`config.mk`:
```
export PLATFORM = sky130hd
export DESIGN_NAME = dpcfg_calc
export DESIGN_NICKNAME = d
export VERILOG_FILES = /design/src/rtl/dpcfg_pkg.sv /design/src/rtl/dpcfg_mul.sv /design/src/rtl/dpcfg_div.sv /design/src/rtl/dpcfg_wait_sel.sv /design/src/rtl/dpcfg_calc.sv
export SDC_FILE = /design/constraint.sdc
export NUM_CORES = 1
export LEC_CHECK = 0
export BUFFER_PORTS_ARGS = -buffer_cell sky130_fd_sc_hd__buf_2
export CAP_MARGIN = 15
export CORE_MARGIN = 2
export CORE_UTILIZATION = 35
export CTS_CLUSTER_SIZE = 20
export DETAILED_ROUTE_END_ITERATION = 8
export PLACE_DENSITY_LB_ADDON = 0.2
export SYNTH_ARGS = -nofsm -noshare
export SYNTH_HDL_FRONTEND = slang
export SYNTH_HIERARCHICAL = 1
export SYNTH_SLANG_ARGS = --single-unit
```
`constraint.sdc`:
```
create_clock -name clk -period 4.95 [get_ports clk]
set_clock_uncertainty 0.05 [all_clocks]
set_input_delay 0.2475 -clock clk [delete_from_list [all_inputs] [get_ports clk]]
set_output_delay 0.2475 -clock clk [all_outputs]
set_load 0.005 [all_outputs]
```
`src/rtl/dpcfg_pkg.sv`:
```
package dpcfg_pkg;

    localparam int PIX_W   = 16;
    localparam int BPP_W   = 6;
    localparam int LANE_W  = 3;
    localparam int TU_W    = 7;
    localparam int MINB_W  = 8;
    localparam int WAIT_W  = 8;
    localparam int WORD_B  = 16;                    // internal word width in bits
    localparam int SHIFT_W = $clog2(WORD_B);
    localparam int PROD_W  = PIX_W + BPP_W;
    localparam int WORD_W  = PROD_W - SHIFT_W;
    localparam int MINB_LOW   = 4;
    localparam int WAIT_FIXED = 64;
    localparam int LUMA_DIV   = 3;

    typedef enum logic [1:0] {
        CF_FULL = 2'd0,
        CF_HALF = 2'd1,
        CF_LUMA = 2'd2,
        CF_RSVD = 2'd3
    } cfmt_e;

    typedef enum logic [1:0] {
        ST_IDLE = 2'd0,
        ST_RUN  = 2'd1,
        ST_DONE = 2'd2
    } ctl_st_e;

    typedef struct packed {
        logic [LANE_W-1:0] lanes;
        cfmt_e             fmt;
        logic              low_min;
    } cap_t;

    typedef struct packed {
        logic [WORD_W-1:0] words;
        logic [WORD_W-1:0] per_lane;
        logic [WAIT_W-1:0] wait_cyc;
    } result_t;

    function automatic logic lanes_legal(input logic [LANE_W-1:0] n);
        return (n == LANE_W'(1)) || (n == LANE_W'(2)) || (n == LANE_W'(4));
    endfunction

    function automatic logic [WORD_W-1:0] words_from_prod(input logic [PROD_W-1:0] p);
        return WORD_W'(p[PROD_W-1:SHIFT_W]) + WORD_W'(|p[SHIFT_W-1:0]);
    endfunction

    // one formula covers every lane count: the remainder is zero for one lane
    function automatic logic [WORD_W-1:0] lane_round(input logic [WORD_W-1:0] w,
                                                     input logic [LANE_W-1:0] n);
        logic [WORD_W:0] rem;
        logic [WORD_W:0] sum;
        logic [WORD_W:0] nn;
        rem = {1'b0, w & WORD_W'(n - LANE_W'(1))};
        sum = {1'b0, w} + rem;
        nn  = (WORD_W+1)'(n);
        if (sum < nn) return '0;
        return WORD_W'(sum - nn);
    endfunction

    function automatic logic [WAIT_W-1:0] tu_slack(input logic [TU_W-1:0]   tu,
                                                   input logic [MINB_W-1:0] mb);
        if (mb >= MINB_W'(tu)) return '0;
        return WAIT_W'(MINB_W'(tu) - mb);
    endfunction

endpackage

```
`src/rtl/dpcfg_mul.sv`:
```
module dpcfg_mul #(
    parameter int A_W = 16,
    parameter int B_W = 6
) (
    input  logic               clk,
    input  logic               rst,
    input  logic               go,
    input  logic [A_W-1:0]     a,
    input  logic [B_W-1:0]     b,
    output logic               run,
    output logic [A_W+B_W-1:0] prod
);
    localparam int P_W   = A_W + B_W;
    localparam int CNT_W = $clog2(B_W + 1);

    logic [P_W-1:0]   mcand;
    logic [B_W-1:0]   mplier;
    logic [CNT_W-1:0] cnt;

    always_ff @(posedge clk) begin
        if (rst) begin
            run    <= 1'b0;
            prod   <= '0;
            mcand  <= '0;
            mplier <= '0;
            cnt    <= '0;
        end else if (go) begin
            run    <= 1'b1;
            prod   <= '0;
            mcand  <= P_W'(a);
            mplier <= b;
            cnt    <= CNT_W'(B_W);
        end else if (run) begin
            if (mplier[0]) prod <= prod + mcand;
            mcand  <= mcand << 1;
            mplier <= mplier >> 1;
            cnt    <= cnt - CNT_W'(1);
            run    <= (cnt != CNT_W'(1));
        end
    end
endmodule

```
`src/rtl/dpcfg_div.sv`:
```
module dpcfg_div #(
    parameter int N_W     = 8,
    parameter int DIVISOR = 3
) (
    input  logic           clk,
    input  logic           rst,
    input  logic           go,
    input  logic [N_W-1:0] dvd,
    output logic           run,
    output logic [N_W-1:0] quo
);
    localparam int R_W   = $clog2(DIVISOR + 1);
    localparam int CNT_W = $clog2(N_W + 1);

    logic [R_W-1:0]   rem;
    logic [CNT_W-1:0] cnt;
    logic [R_W:0]     trial;
    logic             qbit;

    always_comb begin
        trial = {rem, quo[N_W-1]};
        qbit  = (trial >= (R_W+1)'(DIVISOR));
    end

    always_ff @(posedge clk) begin
        if (rst) begin
            run <= 1'b0;
            rem <= '0;
            quo <= '0;
            cnt <= '0;
        end else if (go) begin
            run <= 1'b1;
            rem <= '0;
            quo <= dvd;
            cnt <= CNT_W'(N_W);
        end else if (run) begin
            rem <= qbit ? R_W'(trial - (R_W+1)'(DIVISOR)) : R_W'(trial);
            quo <= {quo[N_W-2:0], qbit};
            cnt <= cnt - CNT_W'(1);
            run <= (cnt != CNT_W'(1));
        end
    end
endmodule

```
`src/rtl/dpcfg_wait_sel.sv`:
```
module dpcfg_wait_sel
    import dpcfg_pkg::*;
(
    input  logic              low_min,
    input  cfmt_e             fmt,
    input  logic [WAIT_W-1:0] slack,
    input  logic [WAIT_W-1:0] slack_div3,
    output logic [WAIT_W-1:0] wait_cyc
);
    always_comb begin
        if (low_min) begin
            wait_cyc = WAIT_W'(WAIT_FIXED);
        end else begin
            unique case (fmt)
                CF_HALF: wait_cyc = slack >> 1;
                CF_LUMA: wait_cyc = slack_div3;
                default: wait_cyc = slack;
            endcase
        end
    end
endmodule

```
`src/rtl/dpcfg_calc.sv`:
```
module dpcfg_calc
    import dpcfg_pkg::*;
(
    input  logic              clk,
    input  logic              rst,
    input  logic              start,
    input  logic [PIX_W-1:0]  pix_count,
    input  logic [BPP_W-1:0]  bits_pp,
    input  logic [LANE_W-1:0] lane_cnt,
    input  logic [1:0]        color_fmt,
    input  logic [TU_W-1:0]   tu_len,
    input  logic [MINB_W-1:0] tu_min_bytes,
    output logic              busy,
    output logic              done,
    output logic              lane_err,
    output logic [WORD_W-1:0] words_per_line,
    output logic [WORD_W-1:0] lane_word_count,
    output logic [WAIT_W-1:0] line_wait
);
    ctl_st_e           state;
    cap_t              cap;
    logic [WAIT_W-1:0] slack_q;
    result_t           res_q;
    result_t           res_next;

    logic              accept;
    logic              go;
    logic              mul_run;
    logic              div_run;
    logic [PROD_W-1:0] prod;
    logic [WAIT_W-1:0] slack_div3;
    logic [WAIT_W-1:0] wait_sel;

    assign accept = start && (state == ST_IDLE);
    assign go     = accept && lanes_legal(lane_cnt);

    dpcfg_mul #(.A_W(PIX_W), .B_W(BPP_W)) i_mul (
        .clk  (clk),
        .rst  (rst),
        .go   (go),
        .a    (pix_count),
        .b    (bits_pp),
        .run  (mul_run),
        .prod (prod)
    );

    dpcfg_div #(.N_W(WAIT_W), .DIVISOR(LUMA_DIV)) i_div (
        .clk (clk),
        .rst (rst),
        .go  (go),
        .dvd (tu_slack(tu_len, tu_min_bytes)),
        .run (div_run),
        .quo (slack_div3)
    );

    dpcfg_wait_sel i_wait (
        .low_min    (cap.low_min),
        .fmt        (cap.fmt),
        .slack      (slack_q),
        .slack_div3 (slack_div3),
        .wait_cyc   (wait_sel)
    );

    always_comb begin
        res_next.words    = words_from_prod(prod);
        res_next.per_lane = lane_round(res_next.words, cap.lanes);
        res_next.wait_cyc = wait_sel;
    end

    always_ff @(posedge clk) begin
        if (rst) begin
            state    <= ST_IDLE;
            cap      <= '0;
            slack_q  <= '0;
            res_q    <= '0;
            done     <= 1'b0;
            lane_err <= 1'b0;
        end else begin
            done <= 1'b0;
            unique case (state)
                ST_IDLE: begin
                    if (accept) begin
                        cap.lanes   <= lane_cnt;
                        cap.fmt     <= cfmt_e'(color_fmt);
                        cap.low_min <= (tu_min_bytes <= MINB_W'(MINB_LOW));
                        slack_q     <= tu_slack(tu_len, tu_min_bytes);
                        if (lanes_legal(lane_cnt)) begin
                            lane_err <= 1'b0;
                            state    <= ST_RUN;
                        end else begin
                            lane_err <= 1'b1;
                            res_q    <= '0;
                            done     <= 1'b1;
                            state    <= ST_DONE;
                        end
                    end
                end
                ST_RUN: begin
                    if (!mul_run && !div_run) begin
                        res_q <= res_next;
                        done  <= 1'b1;
                        state <= ST_DONE;
                    end
                end
                default: state <= ST_IDLE;
            endcase
        end
    end

    assign busy            = (state != ST_IDLE);
    assign words_per_line  = res_q.words;
    assign lane_word_count = res_q.per_lane;
    assign line_wait       = res_q.wait_cyc;
endmodule

```
Word-level counts from Yosys, hierarchy flattened
Index checks and enable logic that the tools add are counted.
Storage, ports and cells
  register bits after elaboration: 131
  latch bits: 0
  RAM bits: 0
  ROM bits: 0
  input bits: 45
  output and inout bits: 47
  word-level logic and storage cells: 104
  memories: 0
Operators by class
  $add $sub $neg: 9
  multiply operators: 0
  divide/modulo/power cells: 0
  order comparisons: 4
  equal/unequal tests: 11
  shift-type cells: 0
  mux-type cells: 39
  bitwise logic cells: 1
  reduce and logical (&&, ||, !) cells: 18
Operator list (number)
  44-bit 2-to-1 mux: 3
  44-bit one-hot mux with 2 select lines: 1
  8-bit 2-to-1 mux: 6
  18-bit 2-to-1 mux: 2
  16-bit 2-to-1 mux: 2
  22-bit adder: 1
  18-bit by 18-bit adder with 19-bit output: 1
  19-bit by 3-bit < comparator with 1-bit output: 1
  18-bit by 1-bit adder with 18-bit output: 1
  18-bit bitwise AND: 1
  18-bit by 3-bit subtractor with 18-bit output: 1
  8-bit one-hot mux with 2 select lines: 1
  1-bit 2-to-1 mux: 12
  6-bit 2-to-1 mux: 2
  8-bit by 7-bit greater-or-equal comparator with 1-bit output: 1
  8-bit by 3-bit less-or-equal comparator with 1-bit output, second input constant: 1
  2-bit 2-to-1 mux: 4
  4-bit 2-to-1 mux: 2
  2-bit nonzero test: 4
  7-bit by 8-bit subtractor with 8-bit output: 1
  3-bit 2-to-1 mux: 2
  2-bit != test, second input constant: 3
  2-bit AND reduction: 3
  2-bit by 1-bit == test with 1-bit output, second input constant: 2
  20 further kinds: 24

Depth between registers and ports, before layout
  word-level depth: 9
  mapped depth: 17
  mapped depth without buffers: 14

Modules after synthesis
Netlist, hierarchy kept.
By module, submodules not included
  dpcfg_calc: instances 1, cells an instance 563, area an instance 4393.0 µm², sequential area each 1241.2 µm²
  dpcfg_mul: instances 1, cells an instance 406, area an instance 3281.9 µm², sequential area each 1081.0 µm²
  dpcfg_div: instances 1, cells an instance 81, area an instance 721.9 µm², sequential area each 300.3 µm²
  dpcfg_wait_sel: instances 1, cells an instance 32, area an instance 211.5 µm², sequential area each 0.0 µm²

Worst setup path before layout
Ideal clock, no wire load.
  path kind: register -> register
  from: register i_mul.prod[1]
  to: register res_q, in the netlist lane_word_count[5]
  library setup time: 0.117 ns
  arrival: 4.154 ns
  data required time: 4.783 ns
  setup slack: 0.629 ns
  cell stages (with the launch flop): 15
  buffers on the path: 2
  period minus slack after synthesis: 4.321 ns
  cells stage by stage: dfxtp_1 or4_1 ha_1 ha_1 nand3b_1 o31a_1 o21ai_1 nor4bb_1 mux2_2 nor3b_4 or4b_1 o31a_1 buf_6 buf_6 a22o_1
Between the ends
  word-level cells in the longest chain between the ends: 9
  elaborated cells between the ends (all ways): 10
  those cells by class: add/sub: 3; order compare: 1; mux: 4; bitwise: 1; reduce/logical: 1
RTL lines
  from (decl): line dpcfg_mul.sv:11  | output logic [A_W+B_W-1:0] prod
  from (signal assigned): line dpcfg_mul.sv:34  | if (mplier[0]) prod <= prod + mcand;
  4-bit OR reduction *: line dpcfg_pkg.sv:47  | return WORD_W'(p[PROD_W-1:SHIFT_W]) + WORD_W'(|p[SHIFT_W-1:0]);
  18-bit by 1-bit adder with 18-bit output *: line dpcfg_pkg.sv:47
  18-bit bitwise AND: line dpcfg_pkg.sv:56  | rem = {1'b0, w & WORD_W'(n - LANE_W'(1))};
  18-bit by 18-bit adder with 19-bit output *: line dpcfg_pkg.sv:57  | sum = {1'b0, w} + rem;
  19-bit by 3-bit < comparator with 1-bit output: line dpcfg_pkg.sv:59  | if (sum < nn) return '0;
  1-bit 2-to-1 mux: line dpcfg_pkg.sv:59
  18-bit 2-to-1 mux *: line dpcfg_pkg.sv:60  | return WORD_W'(sum - nn);
  44-bit 2-to-1 mux *: line dpcfg_calc.sv:99  | if (!mul_run && !div_run) begin
  44-bit one-hot mux with 2 select lines *: line dpcfg_calc.sv:80  | unique case (state)
  to (signal assigned): line dpcfg_calc.sv:100  | res_q <= res_next;
  to (decl): line dpcfg_calc.sv:23  | result_t res_q;
Mark *: on every way between the ends. The rest lies on a longest branch, timed or not. The select of a mux whose other input is x is not followed.
A chain may end at the register's enable or synchronous reset.

Worst setup path after layout
  from: register i_mul.prod[1]
  to: register res_q, in the netlist lane_word_count[15]
Same word-level chain as after synthesis.

==> results.md <==
* Synth cell count leaders: 131 x dfxtp_1, 131 x nor2_1, 98 x nand2_1
* Post-synth EDFFs at 0
* R2r worst-path depth at 13
* Fmax at 0.221 GHz
* IO Port Bufs at 91
* WP data arrival at 4790 ps
* Sequential element share of the synthesized area at 0.305
* Die Footprint at 0.0259 mm2
* Setup bufs post-CTS at 0
* Fin. max-slew vios at 0
* WL/cell at 15.4 um
* Synth warnings at 6
* Setup crit start kind: register
* Worst setup EP type: register
* Initial Util at 0.355
* Number of remaining DRC errors at 0
* Total Nets Final at 1237
* Cell Rows at 57
* Worst-path fanout max at 17
* Post-Synthesis Cells at 1082
* Final Critical Period at 4530 ps
* PD cells at 281 mW/mm2
* HP Class: in2reg
* Worst Path Required at 5210 ps
* Worst-Margin Slew at 819 ps
* Synth area leaders: dfxtp_1 30%, ha_1 6.0%, nor2_1 5.7%
* Clk Latency, worst-skew pair at 420 ps
* Final TNS setup at 0 ps
* Rel. slew slack at 0.453
* Largest stage delay, worst path at 530 ps
* Worst Hold Depth at 3
* Kind of critical path: reg2reg
* Largest net degree at the start of global routing at 55
* Mapped Area at 0.00861 mm2
* Yosys reg bits at 131
* CTS Buf Count at 17
* Synth top area share at 0.305
* Antenna-violating nets left at 0
* First-pass GRT wire length at 37.7 mm
* Hold_sp: bits_pp[3]
* CP Launch Point: i_mul/prod[1]
* Synth Area per Inst at 7.96 um2
* N_diodes at 0
* Clk pin slew, worst setup/hold paths at 60 ps
* Hold Slack at 14.2 ps
* Via density at 5.34
* Pre-Repair DR Iteration Count at 5
* Die height at 161 um
* Vias in the first global route at 7341
* Worst path slowest cell: or4_1
* Max H-tree Level at 4
* Initial antenna violation count at 0
* Ports at 92
* Layout cell share with drive strength beyond 1 at 0.158
* Max cap viols at 0
* Reg2Reg Setup Slack at 420 ps
* Clock Sinks at 131
* CTS root buf: clkbuf_16
* DRT iter0 DRCs at 490
* Final core utilization at 0.411
* Finish-stage setup viols at 0
* Post-DP HPWL at 16.4 mm
* Core Area at 0.0242 mm2
* Synthesized Nets at 1171
* Final Hold Fails at 0
* Routed Wire Length at 22.9 mm
* Area Overhead vs Synth at 15.6%
* Worst Hold End: i_mul/mplier[3]
* GPL Wtd Cong at 0.853
* Cell breakdown of the critical path: or4_1 > ha_1 > ha_1 > and2_1 > ha_1 > or3_1 > o211ai_1 > nor2_1 > o311a_2 > nor3b_4 > or4b_1 > o31a_1 > a32o_1
* Synth async-reset ratio at 0
* Clock buffer depth at 2
* Post-synth top area cell: dfxtp_1
* Reg2reg end: lane_word_count[15]
* CTS tree: yes
* Via count at 7925
* Dominant register cell in the synthesized netlist: dfxtp_1
* Final period util at 0.915
* R2r startpoint: i_mul/prod[1]
* CP dominant cell by count: ha_1
* Worst vdd ir at 174 uV
* Congestion Overflow GR at 0
* Cell variety after synth at 97
* Status: complete, no violations
* Global Route Usage Sum at 0.176
* LEAKAGE at 4.05 nW
* Die width at 161 um
* RSZ-0062 raised after global routing: false
==> cell type report <==
cell class,count,area (um2)
sequential,131,2620
clock buffer,24,472
inverter,44,165
clock inverter,8,103
fill,2500,14300
timing repair buffer,118,676
tap,324,405
multi-input combinational,836,5510
==> cells by family after synthesis <==
kind of cell / synth area share
AO/OA/AOI/OAI: 0.229
XOR/XNOR: 0.0570
adder cells (fa/ha/maj): 0.0666
buffers and inverters: 0.0589
flip-flops: 0.305
multiplexers: 0.0443
AND/OR/NAND/NOR: 0.240
==> worst max path at each step <==
stage / end / slack (ps) / cells after the start
floorplan: lane_word_count[5] / 630 / 14
global placement: lane_word_count[15] / 320 / 14
detailed placement: lane_word_count[15] / 300 / 13
CTS: lane_word_count[15] / 260 / 14
global route: lane_word_count[15] / 140 / 13
finish: lane_word_count[15] / 420 / 13
==> flip-flops by register name, indices dropped and copies added (netlist names), 2 cells and up <==
signal	cells
cap	6
i_mul/mcand	22
i_mul/mplier	6
i_div/quo	8
state	2
i_mul/prod	22
line_wait	8
i_div/cnt	4
slack_q	8
i_div/rem	2
lane_word_count	18
i_mul/cnt	3
words_per_line	18
==> layer usage <==
layer / vias up / GRT usage / share of wire / wire length (um)
li1: 4037 / - / - / -
met1: 3674 / 0.256 / 0.52 / 11900
met2: 199 / 0.271 / 0.42 / 9720
met3: 15 / 0.0338 / 0.047 / 1080
met4: 0 / 0.0386 / 0.0091 / 208
met5: - / 0 / 0 / 0
==> power breakdown <==
group	leakage [nW]	switching [mW]	internal, mW	total (mW)
Clock	0.274	0.472	0.768	1.24
Combinational	2.72	0.255	0.168	0.424
Sequential	1.06	0.0367	1.09	1.13
Total	4.05	0.764	2.03	2.79
==> layout by cell type (no fill, tap or decap), types with 5 or more instances in the layout <==
cell type | netlist | final
nor2_1 | 131 | 130
dfxtp_1 | 131 | 130
nand2_1 | 98 | 98
a21oi_1 | 94 | 93
buf_2 | 15 | 91
inv_1 | 43 | 43
ha_1 | 41 | 41
o21ai_0 | 36 | 36
xnor2_1 | 35 | 35
nor3_1 | 33 | 31
mux2i_1 | 28 | 28
a22oi_1 | 27 | 27
nor2b_1 | 21 | 21
xor2_1 | 21 | 21
nand3_1 | 21 | 21
buf_4 | 3 | 20
nand4_1 | 17 | 17
clkbuf_16 | 0 | 17
a22o_1 | 15 | 15
a211oi_1 | 14 | 14
a21o_1 | 13 | 13
and2_1 | 10 | 10
nand2b_1 | 10 | 10
mux2_2 | 9 | 9
and4_1 | 8 | 8
nand3b_1 | 8 | 8
nor4_1 | 7 | 7
or3_1 | 7 | 7
o211ai_1 | 7 | 7
dlygate4sd3_1 | 0 | 7
o21ai_1 | 6 | 6
nor3b_1 | 8 | 6
a31oi_1 | 6 | 6
a221oi_1 | 6 | 6
o21a_1 | 5 | 5
or4_1 | 5 | 5
clkbuf_1 | 42 | 5
==> per-stage QoR <==
| stage | area (um2) | power, mW | instances | setup WS [ps] |
|---|---|---|---|---|
| finish | 9950 | 2.79 | 1485 | 421 |
| global placement | 9290 | 1.57 | 1445 | 319 |
| detailed placement | 9300 | 1.57 | 1446 | 297 |
| CTS | 9940 | 2.83 | 1485 | 263 |
| floorplan | 8610 | 1.45 | 1082 | 629 |
| global route | 9950 | 2.93 | 1485 | 135 |
==> timing repair <==
| action | in CTS | in global routing |
|---|---|---|
| resized for setup | 0 | 2 |
| hold endpoints to repair | 7 | 0 |
| hold buffers | 7 | 0 |
| setup endpoints to repair | 0 | 17 |
==> worst max-delay path: cells and delay by family, from the launching register on <==
family / cells / cell delay, ps
AND/OR/NAND/NOR: 6 / 1900
AO/OA/AOI/OAI: 4 / 1380
adder cells (fa/ha/maj): 3 / 770
flip-flops: 1 / 330
No activity file was read; power rests on OpenSTA's default activity.
